### config.mk
export PLATFORM = sky130hd
export DESIGN_NAME = lut_pair_cell
export DESIGN_NICKNAME = d
export VERILOG_FILES = /design/src/rtl/lutp_pkg.sv /design/src/rtl/lutp_cfg_loader.sv /design/src/rtl/lutp_eval.sv /design/src/rtl/lut_pair_cell.sv
export SDC_FILE = /design/constraint.sdc
export NUM_CORES = 1
export LEC_CHECK = 0
export BUFFER_PORTS_ARGS = -buffer_cell sky130_fd_sc_hd__buf_4
export CAP_MARGIN = 20
export CORE_AREA = 2 2 203 125
export CTS_BUF_LIST = sky130_fd_sc_hd__clkbuf_8
export DETAILED_ROUTE_END_ITERATION = 10
export DIE_AREA = 0 0 205 127
export GPL_TIMING_DRIVEN = 0
export MAX_ROUTING_LAYER = met4
export PLACE_DENSITY = 0.45
export SLEW_MARGIN = 20
export SYNTH_ARGS = -nofsm -noshare
export SYNTH_HDL_FRONTEND = slang
export SYNTH_SLANG_ARGS = --single-unit
### constraint.sdc
create_clock -name clk -period 5.27 [get_ports clk]
set_clock_uncertainty 0.2 [all_clocks]
set_input_delay 1.054 -clock clk [delete_from_list [all_inputs] [get_ports clk]]
set_output_delay 1.054 -clock clk [all_outputs]
set_load 0.02 [all_outputs]
### src/rtl/lutp_pkg.sv
package lutp_pkg;
    localparam int LUT_K    = 6;
    localparam int SMALL_K  = 3;
    localparam int TBL_W    = 1 << LUT_K;
    localparam int SMALL_W  = 1 << SMALL_K;
    localparam int MODE_W   = 2;
    localparam int FRAME_W  = TBL_W + MODE_W;
    localparam int CNT_W    = $clog2(FRAME_W + 1);

    typedef enum logic [MODE_W-1:0] {
        MODE_SINGLE       = 2'b00,
        MODE_DUAL_SHARED  = 2'b01,
        MODE_DUAL_SPLIT   = 2'b10,
        MODE_BAD          = 2'b11
    } lut_mode_e;

    typedef struct packed {
        lut_mode_e          mode;
        logic [TBL_W-1:0]   tbl;
    } lut_cfg_t;

    typedef enum logic [1:0] {
        ST_IDLE   = 2'd0,
        ST_SHIFT  = 2'd1,
        ST_COMMIT = 2'd2
    } ld_state_e;
endpackage

### src/rtl/lutp_cfg_loader.sv
module lutp_cfg_loader
    import lutp_pkg::*;
(
    input  logic     clk,
    input  logic     rst_n,
    input  logic     load_en,
    input  logic     sdi,
    output lut_cfg_t cfg_q
);
    ld_state_e          state, state_nx;
    logic [FRAME_W-1:0] shadow;
    logic [CNT_W-1:0]   bit_cnt;

    // state register
    always_ff @(posedge clk or negedge rst_n) begin
        if (!rst_n) state <= ST_IDLE;
        else        state <= state_nx;
    end

    always_comb begin
        state_nx = state;
        unique case (state)
            ST_IDLE:   if (load_en) state_nx = ST_SHIFT;
            ST_SHIFT: begin
                if (!load_en)                                 state_nx = ST_IDLE;
                else if (bit_cnt == CNT_W'(FRAME_W - 1))      state_nx = ST_COMMIT;
            end
            ST_COMMIT: state_nx = ST_IDLE;
            default:   state_nx = ST_IDLE;
        endcase
    end

    // datapath / outputs
    always_ff @(posedge clk or negedge rst_n) begin
        if (!rst_n) begin
            shadow     <= '0;
            bit_cnt    <= '0;
            cfg_q.mode <= MODE_DUAL_SHARED;
            cfg_q.tbl  <= '0;
        end else begin
            unique case (state)
                ST_IDLE, ST_SHIFT: begin
                    if (load_en) begin
                        shadow  <= {sdi, shadow[FRAME_W-1:1]};
                        bit_cnt <= bit_cnt + 1'b1;
                    end else begin
                        bit_cnt <= '0;
                    end
                end
                ST_COMMIT: begin
                    cfg_q   <= lut_cfg_t'(shadow);
                    bit_cnt <= '0;
                end
                default: bit_cnt <= '0;
            endcase
        end
    end

    // a commit happens only with a complete frame
    a_r2_full_frame: assert property (@(posedge clk) disable iff (!rst_n)
        (state == ST_COMMIT) |-> (bit_cnt == CNT_W'(FRAME_W)));
    // an early drop of the load enable aborts the frame
    a_r3_abort: assert property (@(posedge clk) disable iff (!rst_n)
        (state == ST_SHIFT && !load_en) |=> (state == ST_IDLE && bit_cnt == '0));
    // the active configuration moves only when leaving commit
    a_r4_hold_cfg: assert property (@(posedge clk) disable iff (!rst_n)
        (state != ST_COMMIT) |=> $stable(cfg_q));
endmodule

### src/rtl/lutp_eval.sv
module lutp_eval
    import lutp_pkg::*;
(
    input  lut_cfg_t         cfg,
    input  logic [LUT_K-1:0] pins,
    output logic             y_even,
    output logic             y_odd,
    output logic             bad_mode
);
    localparam int HALF_W = TBL_W / 2;

    logic [1:0] small_y;

    // one 3-input lookup per position, each on its own pin group
    for (genvar p = 0; p < 2; p++) begin : g_small
        logic [SMALL_W-1:0] sub_tbl;
        assign sub_tbl    = cfg.tbl[p*SMALL_W +: SMALL_W];
        assign small_y[p] = sub_tbl[pins[p*SMALL_K +: SMALL_K]];
    end

    logic [HALF_W-1:0] lo_half, hi_half;
    assign lo_half = cfg.tbl[HALF_W-1:0];
    assign hi_half = cfg.tbl[TBL_W-1:HALF_W];

    always_comb begin
        y_even   = 1'b0;
        y_odd    = 1'b0;
        bad_mode = 1'b0;
        unique case (cfg.mode)
            MODE_SINGLE:      y_odd = cfg.tbl[pins];
            MODE_DUAL_SHARED: begin
                y_even = lo_half[pins[LUT_K-2:0]];
                y_odd  = hi_half[pins[LUT_K-2:0]];
            end
            MODE_DUAL_SPLIT:  begin
                y_even = small_y[0];
                y_odd  = small_y[1];
            end
            MODE_BAD:         bad_mode = 1'b1;
            default:          bad_mode = 1'b1;
        endcase
    end
endmodule

### src/rtl/lut_pair_cell.sv
module lut_pair_cell
    import lutp_pkg::*;
(
    input  logic             clk,
    input  logic             rst_n,
    input  logic             cfg_load,
    input  logic             cfg_sdi,
    input  logic [LUT_K-1:0] lut_in,
    output logic             out_even,
    output logic             out_odd,
    output logic             cfg_err
);
    lut_cfg_t act_cfg;

    lutp_cfg_loader u_loader (
        .clk     (clk),
        .rst_n   (rst_n),
        .load_en (cfg_load),
        .sdi     (cfg_sdi),
        .cfg_q   (act_cfg)
    );

    lutp_eval u_eval (
        .cfg      (act_cfg),
        .pins     (lut_in),
        .y_even   (out_even),
        .y_odd    (out_odd),
        .bad_mode (cfg_err)
    );

    // the error flag silences both outputs
    a_r8_err_quiet: assert property (@(posedge clk) disable iff (!rst_n)
        cfg_err |-> (!out_even && !out_odd));
    // the flag tracks the stored mode code
    a_r8_err_mode: assert property (@(posedge clk) disable iff (!rst_n)
        cfg_err == (act_cfg.mode == MODE_BAD));
    // the even partner is unused in single mode
    a_r5_even_idle: assert property (@(posedge clk) disable iff (!rst_n)
        (act_cfg.mode == MODE_SINGLE) |-> !out_even);
endmodule

==> run metrics, run 1 <==
DRT Pass-1 Iters=4; final-report max-slew violation count=0; GPL Wtd Cong=0.700; HP Class=flop to flop; Iteration-0 DRC Markers=141; Synth Area in XOR/XNOR=0.438%; Nets=435; largest family of logic cells by synthesized area=multiplexers; register area share after synthesis=58.8%; flops & latches, synth=141; Synthesized Nets=406; status=finished clean; Clk Tree Root Cell=clkbuf_8; flop2flop setup slack=2.64 ns; post-synthesis compound-gate area fraction=2.46%; die span in x=205 µm; worst skew pair latency=0.43 ns; peak fanout along the critical path=10; Post-CTS Repair Setup Buffers=0; area leader, netlist=dfrtp_1; clock share of power=35.3%; Antenna Nets Post-Route=0; Tot Pwr=0.00222 W; share of cells above drive strength 1=42.2%; Hold Path End=u_loader.cfg_q[0]$_DFFE_PN0N_; met3 usage=2.98%; Power Density=324 mW/mm²; max cap viols=0; hold_buf cts=0; Req. time, crit path=4.02 ns; Global Route met2 Usage=12.9%; io pins=13; # port buffers=9; P_int=0.00167 W; final setup violation count=0; row count=44; Setup Total Neg Slack=0 ns; Initial Util=25.0%; largest net degree at the start of global routing=94; Post-DP HPWL=8060 µm; Layout area overhead=14.2%; fmax=0.211 GHz; first-pass GRT wire length=19700 µm; clock-pin slew on the worst setup and hold paths=0.07 ns; crit path time final=4.73 ns; DRC viols=0; maximum vdd ir drop=0.145 mV; Hold Fails Final Rpt=0; CTS tree=done; vias per cell=4.28; initial antenna violation count=0; r2r endpoint=u_loader.cfg_q[55]$_DFFE_PN0N_; WHS Path Cells=1; via count=3221; Tot GR Track Use=10.2%; Reg2Reg Launch Point=u_loader.state[0]$_DFFE_PN0P_; Mapped Cells=390; combinational share of power=8.2%; Cell variety after synth=38; top cells by area, synth=dfrtp_1 (58%), mux2_2 (25%), mux4_2 (3.4%); Worst Setup Start Kind=input port; Static Leak=3.23 nW; share of the synthesized area in the top cell type=58.4%; arrival time at the worst endpoint=3.48 ns; Mapped Avg Cell Area=15.4 µm²; synth warn=0; Cell Area, Synth=0.00600 mm²; CTS resizes=0; GRT busiest layer=met1; final worst path period share=89.8%; total CTS buffers=17; vias in the first global route=3481; HP Start=u_loader.shadow[0]$_DFFE_PN0P_; depth of the most critical reg-to-reg path=5; max-slew headroom at the worst pin=47.6%; die area=0.0260 mm²; Total Wirelength=11900 µm; Clock Path Buffers=2; critical path type=input port to output pin; multiplexer share of the synthesized area=32.1%; Seq pwr share=56.5%; H-tree levels=4; met1 Use GR=15.6%; grt total ovfl=0; CP Capture Type=output pin; simple-gate share of the synthesized area=2.82%; Switch Pwr=0.000552 W; Post-Synth Adder-Cell Area=1.25%; Sw Share=24.9%; DR WL/cell=15.9 µm; Die Span Y=127 µm; Ant. Diodes=0; RSZ-0062 raised after global routing=no; worst slew pin tran=0.787 ns; Sink Count=141; core footprint=0.0240 mm²
worst max path at each step:
stage                    from  cells past startpoint  slack [ns]       to
floorplan           lut_in[1]                      7        1.20  out_odd
detailed placement  lut_in[2]                      8        0.51  out_odd
global placement    lut_in[2]                      8        0.50  out_odd
finish              lut_in[2]                      8        0.54  out_odd
global route        lut_in[2]                      8        0.36  out_odd
CTS                 lut_in[2]                      8        0.51  out_odd
area by class of cell:
class,count,area [µm²]
Fill cell,2489,17200
Sequential cell,141,3530
Multi-Input combinational cell,222,2340
Tap cell,322,403
Clock buffer,19,262
Buffer,22,108
Timing Repair Buffer,10,103
Clock inverter,12,82.6
Inverter,5,18.8
power by group through the flow:
stage | combinational (W) | clock [W] | sequential (W)
global route | 0.000202 | 0.000861 | 0.00127
finish | 0.000182 | 0.000783 | 0.00125
global placement | 0.000177 | 0 | 0.00127
floorplan | 0.000132 | 0 | 0.00124
CTS | 0.000187 | 0.000812 | 0.00125
detailed placement | 0.000186 | 0 | 0.00128
registers in the layout, indices dropped and copies added, names as in the netlist:
register and flops:
u_loader.cfg_q 66, u_loader.shadow 66, u_loader.bit_cnt 7, u_loader.state 2
metrics by stage:
step / cell area, µm² / util (%) / std cells / setup slack, ns / hold WS [ns]
after floorplan: 6000 / - / 390 / 1.20 / 0.257
after global placement: 6470 / 27.0 / 721 / 0.504 / 0.273
after detailed placement: 6500 / 27.1 / 722 / 0.509 / 0.290
after CTS: 6850 / 28.5 / 753 / 0.505 / 0.306
after global routing: 6850 / 28.5 / 753 / 0.355 / 0.313
final: 6850 / 28.5 / 753 / 0.535 / 0.299
worst max-delay path, cell delays in order:
cell	delay (ns)
buf_4	0.11
buf_1	0.60
mux4_2	0.42
nor2b_1	0.14
a2111oi_0	0.51
nor3_1	0.13
a311o_1	0.35
buf_4	0.16
layout by cell type, fill, tap and decap left out, types with 2 or more instances in the layout:
cell type / n
a21oi_1: 3
a311o_1: 2
buf_1: 7
buf_4: 8
clkbuf_1: 12
clkbuf_8: 19
clkinv_2: 6
dfrtp_1: 140
ha_1: 6
inv_1: 9
mux2_2: 132
mux2i_1: 12
mux4_1: 4
mux4_2: 9
nand2_1: 6
nand3_1: 4
nor2_1: 11
nor2b_1: 4
nor3_1: 5
o21ai_0: 4
o2bb2ai_1: 2
or3_1: 2
xor2_1: 2
metal layers:
layer / vias up / part of all wire (%)
li1: 1480 / -
met1: 1698 / 57
met2: 36 / 40
met3: 7 / 2.9
met4: 0 / 0.53
met5: - / 0
synth_stat cells, drive strengths merged:
cell type,number
nor2b,4
o2bb2ai,2
buf,10
o21a,1
mux2i,12
xor2,2
a22oi,1
a22o,1
nand2,6
or4,1
nor2,11
xnor2,1
o41a,1
mux4,13
a21oi,3
a2bb2oi,1
dfstp,1
dfrtp,140
nand3,4
a311o,2
nor3,5
a2111oi,1
or3,2
clkbuf,12
ha,6
nand2b,1
o21ai,4
and4,1
a31oi,1
a211o,1
a211oi,1
inv,5
mux2,133
kinds of logic (layout without fill, tap and decap cells):
| family | count (synthesis) | count (layout) |
|---|---|---|
| AOI/OAI and AO/OA | 20 | 20 |
| xor gates and xnor gates | 3 | 3 |
| adders and majority gates | 6 | 6 |
| buffers and inverters | 27 | 68 |
| DFF | 141 | 141 |
| muxes | 158 | 158 |
| and+or+nand+nor | 35 | 35 |
No activity file was read; power rests on OpenSTA's default activity.
==> inputs of run 2 (changes only) <==
CORE_AREA = 2 2 205 127   (was 2 2 203 125)
CTS_BUF_LIST = default   (was sky130_fd_sc_hd__clkbuf_8)
DIE_AREA = 0 0 207 129   (was 0 0 205 127)
PLACE_DENSITY = 0.44   (was 0.45)
SYNTH_HIERARCHICAL = 1   (was default)
==> run metrics, run 2 <==
flops & latches, synth=141 (unchanged); vias in the first global route=3996 (+15%); Seq pwr share=44.3% (-12 points); Mapped Cells=535 (+37%); Critical Path End=out_odd; Mapped Avg Cell Area=11.4 µm² (-26%); initial antenna violation count=0 (unchanged); Largest regs=u_loader/cfg_q: 66 flops, u_loader/shadow: 66 flops, u_loader/bit_cnt: 7 flops; fmax=0.231 GHz (+9.5%); asr flop ratio synth=100% (unchanged); Hold Fails Final Rpt=0 (unchanged); final worst path period share=82.0% (-7.8 points); Setup Total Neg Slack=0 ns (unchanged); area of the multi-input gates=0.00237 mm² (+1.1%); total CTS buffers=17 (unchanged); Power Density=357 mW/mm² (+10%); Synth Flop Type=dfrtp_1; Antenna Nets Post-Route=0 (unchanged); Tot GR Track Use=11.0% (+0.78 points); dpl cell area=0.00663 mm² (+1.9%); crit path time final=4.32 ns (-0.412 ns); core footprint=0.0248 mm² (+3.2%); P_int=0.00202 W (+21%); Layout area overhead=19.3%; final setup violation count=0 (unchanged); worst slew pin tran=0.562 ns (-0.225 ns); Iteration-0 DRC Markers=287 (+100%); Reg area=0.00353 mm² (unchanged); r2r endpoint=u_loader/shadow[61]$_DFFE_PN0P_; synth warn=6 (+6); max incr delay on CP=0.53 ns (-0.07 ns); row count=45 (+2.3%); flop2flop setup slack=3.41 ns (+0.77 ns); CP Capture Type=output pin; Clock Path Buffers=2 (unchanged); io pins=13 (unchanged); crit-path cells=buf_6 > buf_8 > mux2i_1 > a21oi_1 > and3_1 > or4_1 > a221o_1 > buf_4; DRT Pass-1 Iters=4 (unchanged); commonest non-fill, non-tap cell in the layout=nand2_1; top cells by area, synth=dfrtp_1 (57%), nand2_1 (13%), mux2_1 (7.4%); Crit path max-delay family=simple AND/OR/NAND/NOR gates; CTS tree=done; number of enable flip-flop cells after synthesis=0 (unchanged); peak fanout along the critical path=10 (unchanged); HP Class=flop to flop; Req. time, crit path=4.02 ns (about the same); FILL cells=2564 (+3.0%); area leader, netlist=dfrtp_1; Worst Setup Start Kind=input port; depth of the most critical reg-to-reg path=5 (unchanged); vias per cell=4.21 (-1.6%); Ant. Diodes=0 (unchanged); die area=0.0267 mm² (+2.6%); Post-DP HPWL=9060 µm (+12%); die span in x=207 µm (+0.98%); DR WL/cell=14.3 µm (-10%); Final Cell Area=0.00728 mm² (+6.3%); commonest cells in the netlist=nand2_1 (205), dfrtp_1 (140), mux2_1 (40); first-pass GRT wire length=21900 µm (+11%); DRC viols=0 (unchanged); Die Span Y=129 µm (+1.6%); Switch Pwr=0.000587 W (+6.3%); largest net degree at the start of global routing=92 (-2.1%); grt total ovfl=0 (unchanged); Levels on crit path=8 (unchanged); maximum vdd ir drop=0.155 mV (+6.3%); hold_buf cts=0 (unchanged); max cap viols=0 (unchanged); CTS resizes=0 (unchanged); Synthesized Nets=551 (+36%); critical path type=input port to output pin; register area share after synthesis=57.8% (-1.0 points); worst skew pair latency=0.43 ns (about the same); Buf+Inv Stages, Crit Path=3 (unchanged); RSZ-0062 raised after global routing=no; via count=3816 (+18%); Total Wirelength=12900 µm (+8.3%); GPL Wtd Cong=0.719 (+2.7%); arrival time at the worst endpoint=3.07 ns (-0.41 ns); share of cells above drive strength 1=18.2% (-24 points); # port buffers=10 (+1); H-tree levels=4 (unchanged); Cell Area, Synth=0.00610 mm² (+1.8%); share of the synthesized area in the top cell type=57.4% (-1.0 points); Sink Count=141 (unchanged); Clk Tree Root Cell=clkbuf_16; Post-CTS Repair Setup Buffers=0 (unchanged); Cell variety after synth=40 (+5.3%); Nets=581 (+34%); Initial Util=24.6% (-0.35 points); final-report max-slew violation count=0 (unchanged); status=finished clean; max-slew headroom at the worst pin=62.4% (+15 points); Sw Share=22.5% (-2.3 points); Static Leak=3.77 nW (+17%); CP Launch Point=lut_in[1]; clock share of power=50.9% (+16 points); clock-pin slew on the worst setup and hold paths=0.06 ns (about the same); Reg2Reg Launch Point=u_loader/state[1]$_DFFE_PN0P_; combinational share of power=4.8% (-3.4 points); most frequent cells in the layout=nand2_1 (205), dfrtp_1 (140), mux2_1 (40); count leader, synth=nand2_1; CP max-delay cell=or4_1
## run 2: cell count changes after synthesis, moves of 4 or more
cell / delta
buf_1: -6
buf_2: +13
mux2_1: +39
nand2_1: +199
buf_6: +5
clkbuf_1: -7
a21oi_1: +4
mux2_2: -105
## run 2: kinds of logic after synthesis
kind of cell               count (synthesis)  synth area share [%]
adders and majority gates                  6                  1.23
buffers and inverters                     33                  3.36
muxes                                     94                  19.4
DFF                                      141                  57.8
AOI/OAI and AO/OA                         18                  1.95
and+or+nand+nor                          240                  15.8
xor gates and xnor gates                   3                 0.430
## run 2: worst min path at each step
stage | start | to | slack [ns] | depth (start not counted)
2_1_floorplan | u_loader/shadow[0]$_DFFE_PN0P_ | u_loader/shadow[0]$_DFFE_PN0P_ | 0.24 | 2
3_3_place_gp | u_loader/shadow[0]$_DFFE_PN0P_ | u_loader/shadow[0]$_DFFE_PN0P_ | 0.25 | 2
3_5_place_dp | u_loader/shadow[0]$_DFFE_PN0P_ | u_loader/shadow[0]$_DFFE_PN0P_ | 0.26 | 2
4_1_cts | u_loader/shadow[0]$_DFFE_PN0P_ | u_loader/shadow[0]$_DFFE_PN0P_ | 0.28 | 2
5_1_grt | u_loader/cfg_q[42]$_DFFE_PN0N_ | u_loader/cfg_q[42]$_DFFE_PN0N_ | 0.31 | 1
6_report | u_loader/shadow[0]$_DFFE_PN0P_ | u_loader/shadow[0]$_DFFE_PN0P_ | 0.28 | 2
## run 2: worst reg2reg max path, stage by stage, from the launching register on
cell     delay, ns
dfrtp_1       0.38
nor2b_1       0.46
buf_2         0.34
buf_2         0.27
nand2_1       0.09
nand2_1       0.06
## run 2: routing by layer
metal / wire length (µm) / track usage, %
met4: 163 / 3.87
met2: 5230 / 14.9
met5: 0 / -
met3: 380 / 3.10
met1: 7160 / 15.6
## run 2: per-stage QoR
| stage | power [W] | std cells | utilization [%] | setup WS, ns | hold slack [ns] |
|---|---|---|---|---|---|
| floorplan | 0.00123 | 535 | - | 1.38 | 0.242 |
| global placement | 0.00129 | 874 | 26.6 | 0.953 | 0.255 |
| detailed placement | 0.00130 | 875 | 26.7 | 0.942 | 0.260 |
| CTS | 0.00265 | 907 | 29.4 | 0.940 | 0.276 |
| global route | 0.00272 | 907 | 29.4 | 0.860 | 0.315 |
| finish | 0.00260 | 907 | 29.4 | 0.948 | 0.276 |
## run 2: cell type report
| type | count | share of cell area [%] |
|---|---|---|
| Inverter | 4 | 0.206 |
| Buffer | 29 | 2.61 |
| Clock buffer | 18 | 6.03 |
| Timing Repair Buffer | 11 | 1.51 |
| Tap cell | 329 | 5.65 |
| Sequential cell | 141 | 48.5 |
| Clock inverter | 14 | 2.99 |
| Multi-Input combinational cell | 361 | 32.5 |
## run 2: power groups by stage
stage / logic [W] / clock network [W] / registers (W)
floorplan: 0.0000723 / 0 / 0.00116
global placement: 0.000121 / 0 / 0.00117
detailed placement: 0.000127 / 0 / 0.00117
CTS: 0.000128 / 0.00136 / 0.00115
global route: 0.000145 / 0.00142 / 0.00116
finish: 0.000124 / 0.00132 / 0.00115
==> inputs of run 3 (changes only) <==
PLACE_DENSITY = 0.46   (was 0.44)
clock period = 3.8 ns   (was 5.27 ns; I/O delays follow)
==> run metrics, run 3 (same netlist as run 2, synthesis figures left out) <==
crit path time final=3.71 ns; Reg area=0.00353 mm² (unchanged); final setup violation count=0 (unchanged); Setup Total Neg Slack=0 ns (unchanged); Critical Path End=out_odd; first-pass GRT wire length=21600 µm (-1.2%); most frequent cells in the layout=nand2_1 (205), dfrtp_1 (140), mux2_1 (40); Post-CTS Repair Setup Buffers=0 (unchanged); max cap viols=0 (unchanged); Clock Path Buffers=2 (unchanged); io pins=13 (unchanged); Sink Count=141 (unchanged); r2r endpoint=u_loader/shadow[61]$_DFFE_PN0P_; critical path type=input port to output pin; RSZ-0062 raised after global routing=no; Tot GR Track Use=10.8% (-0.17 points); DRT Pass-1 Iters=4 (unchanged); Setup WS post-layout=0.0893 ns (-0.858 ns); core footprint=0.0248 mm² (unchanged); die area=0.0267 mm² (unchanged); clock-pin slew on the worst setup and hold paths=0.05 ns (about the same); grt total ovfl=0 (unchanged); Die Span Y=129 µm (unchanged); worst skew pair latency=0.43 ns (about the same); initial antenna violation count=0 (unchanged); Final Cell Area=0.00725 mm² (-0.43%); Largest regs=u_loader/cfg_q: 66 flops, u_loader/shadow: 66 flops, u_loader/bit_cnt: 7 flops; via count=3771 (-1.2%); fmax=0.269 GHz; GPL Wtd Cong=0.737 (+2.6%); CP Launch Point=lut_in[1]; Nets=581 (unchanged); Req. time, crit path=2.84 ns (-1.18 ns); status=finished clean; vias per cell=4.16 (-1.2%); depth of the most critical reg-to-reg path=5 (unchanged); H-tree levels=4 (unchanged); FILL cells=2538 (-1.0%); HP Class=input port to async pin; Worst Setup Start Kind=input port; DR WL/cell=14.2 µm (-0.42%); peak fanout along the critical path=10 (unchanged); final worst path period share=97.6%; area of the multi-input gates=0.00237 mm² (+0.16%); Post-DP HPWL=8760 µm (-3.3%); max-slew headroom at the worst pin=61.2% (-1.2 points); largest net degree at the start of global routing=98 (+6.5%); row count=45 (unchanged); Clk Tree Root Cell=clkbuf_16; flop2flop setup slack=1.89 ns (-1.52 ns); CP Capture Type=output pin; maximum vdd ir drop=0.245 mV (+58%); Total Wirelength=12900 µm (-0.42%); share of cells above drive strength 1=18.2% (unchanged); Tot Pwr=0.00353 W (+36%); worst slew pin tran=0.580 ns (+0.0180 ns); Layout area overhead=18.8%; commonest non-fill, non-tap cell in the layout=nand2_1; Ant. Diodes=0 (unchanged); final-report max-slew violation count=0 (unchanged); Static Leak=3.75 nW (-0.48%); arrival time at the worst endpoint=2.75 ns (-0.32 ns); Reg2Reg Launch Point=u_loader/state[1]$_DFFE_PN0P_; CTS tree=done; Iteration-0 DRC Markers=256 (-11%); total CTS buffers=17 (unchanged); die span in x=207 µm (unchanged); dpl cell area=0.00663 mm² (unchanged); # port buffers=10 (unchanged); worst slack, placed=0.0711 ns (-0.871 ns); Antenna Nets Post-Route=0 (unchanged); hold_buf cts=0 (unchanged); Initial Util=24.6% (unchanged); Power Density=487 mW/mm² (+36%); vias in the first global route=3883 (-2.8%); final hold slack=0.0342 ns (-0.242 ns); DRC viols=0 (unchanged); Hold Fails Final Rpt=0 (unchanged)
## run 3: timing repair
item	in CTS	in global routing
hold endpoints to repair	0	0
resized for setup	0	1
setup endpoints to repair	0	1
## run 3: worst max-delay path, stage by stage
cell	delay, ns
buf_6	0.12
buf_8	0.19
mux2i_2	0.29
a21oi_1	0.10
and3_1	0.22
or4_1	0.53
a221o_1	0.36
buf_4	0.17
## run 3: where the power goes
group	total [W]	leakage (nW)	internal, W	switching, W
combinational	0.000173	1.51	0.0000581	0.000115
sequential	0.00160	1.95	0.00156	0.0000427
clock	0.00176	0.297	0.00110	0.000659
## run 3: how the worst min path moves through the flow
| stage | from | to | slack, ns | depth (start not counted) |
|---|---|---|---|---|
| after detailed placement | u_loader/shadow[0]$_DFFE_PN0P_ | u_loader/shadow[0]$_DFFE_PN0P_ | 0.26 | 2 |
| final | rst_n | u_loader/cfg_q[36]$_DFFE_PN0N_ | 0.03 | 1 |
| after global placement | u_loader/shadow[0]$_DFFE_PN0P_ | u_loader/shadow[0]$_DFFE_PN0P_ | 0.25 | 2 |
| after global routing | rst_n | u_loader/cfg_q[36]$_DFFE_PN0N_ | 0.04 | 1 |
| after CTS | rst_n | u_loader/cfg_q[22]$_DFFE_PN0N_ | 0.03 | 1 |
| after floorplan | u_loader/shadow[0]$_DFFE_PN0P_ | u_loader/shadow[0]$_DFFE_PN0P_ | 0.24 | 2 |
## run 3: metrics by stage
stage	util (%)	cells
floorplan	-	535
global placement	26.6	874
detailed placement	26.7	875
CTS	29.3	907
global route	29.3	907
finish	29.3	907
## run 3: cell type report
| type | count | share of cell area (%) |
|---|---|---|
| Tap cell | 329 | 5.68 |
| Buffer | 29 | 2.62 |
| Sequential cell | 141 | 48.7 |
| Clock inverter | 14 | 2.66 |
| Multi-Input combinational cell | 361 | 32.7 |
| Inverter | 4 | 0.207 |
| Clock buffer | 18 | 5.92 |
| Timing Repair Buffer | 11 | 1.52 |
## run 3: per-layer routing
layer	up-vias	routed length (µm)	track usage (%)
li1	1838	-	-
met1	1886	7020	15.9
met2	36	5350	14.4
met3	11	408	2.86
met4	0	95	3.19
met5	-	0	-
